<file path="src/rtl/dram_refresh_timer.sv">
// Refresh timer: counts REFRESH_PERIOD cycles from reset, then holds busy
// for REFRESH_CYCLES cycles and advances the refreshed-row index.
// Assumes REFRESH_CYCLES < REFRESH_PERIOD and SIDE is a power of two.
module dram_refresh_timer #(
    parameter int REFRESH_PERIOD = 1024,
    parameter int REFRESH_CYCLES = 4,
    parameter int SIDE           = 4,
    localparam int CW            = $clog2(REFRESH_PERIOD),
    localparam int LW            = $clog2(REFRESH_CYCLES + 1),
    localparam int AW            = $clog2(SIDE)
) (
    input  logic          clk,
    input  logic          rst_n,
    output logic          busy,
    output logic [AW-1:0] ref_row
);
    logic [CW-1:0] tick_cnt;
    logic [LW-1:0] left_cnt;
    logic          fire;

    assign fire = (tick_cnt == CW'(REFRESH_PERIOD - 1));

    // Interval counter that wraps every REFRESH_PERIOD cycles.
    always_ff @(posedge clk) begin
        if (!rst_n)    tick_cnt <= '0;
        else if (fire) tick_cnt <= '0;
        else           tick_cnt <= tick_cnt + 1'b1;
    end

    // Busy window and round-robin row pointer.
    always_ff @(posedge clk) begin
        if (!rst_n) begin
            busy     <= 1'b0;
            left_cnt <= '0;
            ref_row  <= '0;
        end else if (fire) begin
            busy     <= 1'b1;
            left_cnt <= LW'(REFRESH_CYCLES - 1);
            ref_row  <= (ref_row == AW'(SIDE - 1)) ? '0 : ref_row + 1'b1;
        end else if (busy) begin
            if (left_cnt == '0) busy <= 1'b0;
            else                left_cnt <= left_cnt - 1'b1;
        end
    end
endmodule

</file>
<file path="config.mk">
export PLATFORM = sky130hd
export DESIGN_NAME = dram_refresh_timer
export DESIGN_NICKNAME = d
export VERILOG_FILES = /design/src/rtl/dram_refresh_timer.sv
export SDC_FILE = /design/constraint.sdc
export NUM_CORES = 1
export LEC_CHECK = 0
export ABC_CLOCK_PERIOD_IN_PS = 2000
export BUFFER_PORTS_ARGS = -buffer_cell sky130_fd_sc_hd__clkbuf_2
export CAP_MARGIN = 20
export CORE_MARGIN = 5
export CORE_UTILIZATION = 44
export CTS_CLUSTER_SIZE = 10
export DETAILED_ROUTE_END_ITERATION = 12
export GPL_TIMING_DRIVEN = 0
export REMOVE_ABC_BUFFERS = 1
export SYNTH_ARGS = -nofsm -noshare
export SYNTH_HDL_FRONTEND = slang
export SYNTH_SLANG_ARGS = --single-unit
</file>
<file path="constraint.sdc">
create_clock -name clk -period 2 [get_ports clk]
set_clock_uncertainty 0.05 [all_clocks]
set_input_delay 0.1 -clock clk [delete_from_list [all_inputs] [get_ports clk]]
set_output_delay 0.1 -clock clk [all_outputs]
set_load 0.005 [all_outputs]
</file>
==> out/metrics.yaml <==
run_status:
  status: "complete, no violations"
setup_path:
  reg2regPathDepth: 4
  rr_endpoint: "left_cnt[2]"
  crit_chain: "ha_1 > nand3_1 > o31ai_1 > nor2_1"
  required_ns: 2.12
  critPathCaptureType: "flop"
  cp_num_buf_inv: 0
  slowest_stage: "o31ai_1"
  path_delay_family: "compound AO/OA/AOI/OAI gates"
  cp_max_fo: 6
  r2r_setup_slack_ns: 0.42
  slowest_delay_ns: 0.48
  critical_path_class: "reg2reg"
  cp.arrival_ns: 1.69
  crit_path_start_kind: "flop"
  r2r_start: "tick_cnt[0]"
detailed_routing:
  vias: 594
  wire_per_inst_um: 12.5
  drc: 0
  drt-initial-drc-count: 3
  ant_nets: 0
  avgViaCountPerCell: 5.66
  wirelength_um: 1310
  drt_pre_antenna_iters: 4
die:
  fp.dieH_um: 51.1
  start_util_pct: 47.6
  ios: 5
  fp.dieW_um: 51.1
  rows: 14
  coreArea_um2: 1560
  die-area_um2: 2610
logic_synthesis:
  syn_avg_cell_area_um2: 9.05
  syn_inst: 82
  ys.warnings.count: 0
  synthFlopType: "dfxtp_1"
  ys_async_sr_fraction_pct: 0
  synth_area_leaders: "dfxtp_1 (43%), ha_1 (6.7%), or3_1 (5.9%), nand3_1 (4.0%), nand2_1 (3.5%)"
  synth_largest_area_cell: "dfxtp_1"
  synth.ff_latch_count: 16
  syn_area_um2: 742
  synth_top_area_share_pct: 43.2
  ys_types: 27
  yosysSeqAreaShare_pct: 43.2
  synth_edf_count: 0
cells_and_area:
  fillers: 144
  finish.instance_area_um2: 811
  area_growth_pct: 9.27
  instances_no_fill: 105
  drive_above_1_share_pct: 13.5
  fin_nets: 96
  register_area_um2: 320
  multi_input_area_um2: 399
  insertedDiodeCount: 0
power_and_ir_drop:
  p_leak_nw: 0.291
  powerDensity_nw_per_um2: 702
  irDropWorstVdd_mv: 0.438
sta:
  setup_slack_ns: 0.424
  fin_tns_setup_ns: 0
  period_share_pct: 78.8
  finalSetupViolations: 0
  hold_viol_final: 0
  clock.fmax_ghz: 0.634
  relSlewSlack_pct: 64.2
  whs_ns: 0.0872
  finalCriticalPeriod_ns: 1.58
  tightest_slew_ns: 0.533
  rsz0062_at_grt: "no"
  drv_slew: 0
clock_network:
  clock-sinks: 16
  cts.clk_slew.worst_paths_ns: 0.10
  cts_setup_buffers: 0
  clockBufferDepth: 2
  clk-insertion-delay-late_ns: 0.29
  cts_hold_buf: 0
  h-tree-depth: 1
  cts_resized: 0
  cts_tree: "done"
  cts-root-buf: "clkbuf_4"
  cts-buffers-inserted: 3
worst_hold_path:
  hold_class: "in2reg"
  hold_depth: 3
  hold_path_startpoint: "rst_n"
  holdPathEnd: "ref_row[0]"
global_route:
  groute.usage.overall_pct: 11.6
  grt_pass1_vias: 544
  globalRouteOverflowTotal: 0
  antenna_found_initial: 0
  grt_pass1_wl_um: 2240
  grt_max_degree: 11
place:
  placed_cell_area_um2: 774
  dp_worst_setup_slack_ns: 0.456
  gp_congestion: 0.702
  place_inst: 101
  port_buffers: 4
flow_run:
  drv_cap: 0
-- logic make-up after synthesis --
group	count (synthesis)	share of synthesized area, %
simple gates	36	27.5
compound gates	16	13.3
flops	16	43.2
buf+inv	5	3.04
fa+ha+maj	4	6.75
xor+xnor	3	3.54
mux	2	2.70
-- worst min-delay path, stage by stage --
cell and delay [ns]:
clkbuf_2 0.14, nand2_1 0.08, mux2i_1 0.05
-- power by group --
part	total, mW	internal [mW]	switching, mW
clock	0.216	0.111	0.105
sequential	0.333	0.325	0.00755
combinational	0.0201	0.00801	0.0121
-- final cells by class --
class	instances	share of cell area, %
Sequential cell	16	39.5
Tap cell	16	2.47
Clock buffer	4	4.48
Timing Repair Buffer	4	2.47
Multi-Input combinational cell	61	49.2
Inverter	4	1.85
-- Yosys cell counts, types with 2 or more instances --
| cell type | instances |
|---|---|
| dfxtp_1 | 16 |
| nand2_1 | 7 |
| nor2_1 | 7 |
| or3_1 | 7 |
| nand3_1 | 6 |
| o21ai_0 | 5 |
| a21oi_1 | 4 |
| ha_1 | 4 |
| a31oi_1 | 3 |
| inv_1 | 3 |
| mux2i_1 | 2 |
| nor3_1 | 2 |
| xor2_1 | 2 |
-- worst max path at each step --
stage,from,endpoint,depth (start not counted)
3_3_place_gp,tick_cnt[0],tick_cnt[3],4
2_1_floorplan,tick_cnt[0],tick_cnt[1],4
3_5_place_dp,tick_cnt[0],left_cnt[2],4
5_1_grt,tick_cnt[0],tick_cnt[3],4
4_1_cts,tick_cnt[0],left_cnt[2],4
6_report,tick_cnt[0],left_cnt[2],4
-- per-stage QoR --
step / util [%] / power [mW]
6_report: 52.0 / 0.569
3_3_place_gp: 49.7 / 0.360
5_1_grt: 52.0 / 0.601
4_1_cts: 52.0 / 0.577
3_5_place_dp: 49.7 / 0.361
2_1_floorplan: - / 0.353
-- cells in the final DEF, fill, tap and decap left out, drive strengths merged, types with 2 or more instances in the layout --
cell type and instances:
nor2 7, or3 8, a31oi 3, clkbuf 8, nand3 6, nor3 2, inv 4, a21oi 4
o21ai 5, ha 4, dfxtp 16, xor2 2, nand4 2, mux2i 2, nand2 7
-- per-layer routing --
layer	global-route usage [%]	part of all wire, %	vias to the layer above
met5	0	0	-
met2	18.9	47	8
met4	4.04	0.54	0
met1	13.3	49	273
met3	5.23	3.6	2
li1	-	-	311
-- registers in the layout (all words and copies together), names as in the netlist --
signal    flops
busy          1
left_cnt      3
ref_row       2
tick_cnt     10
Power figures use the tool's default switching activity.
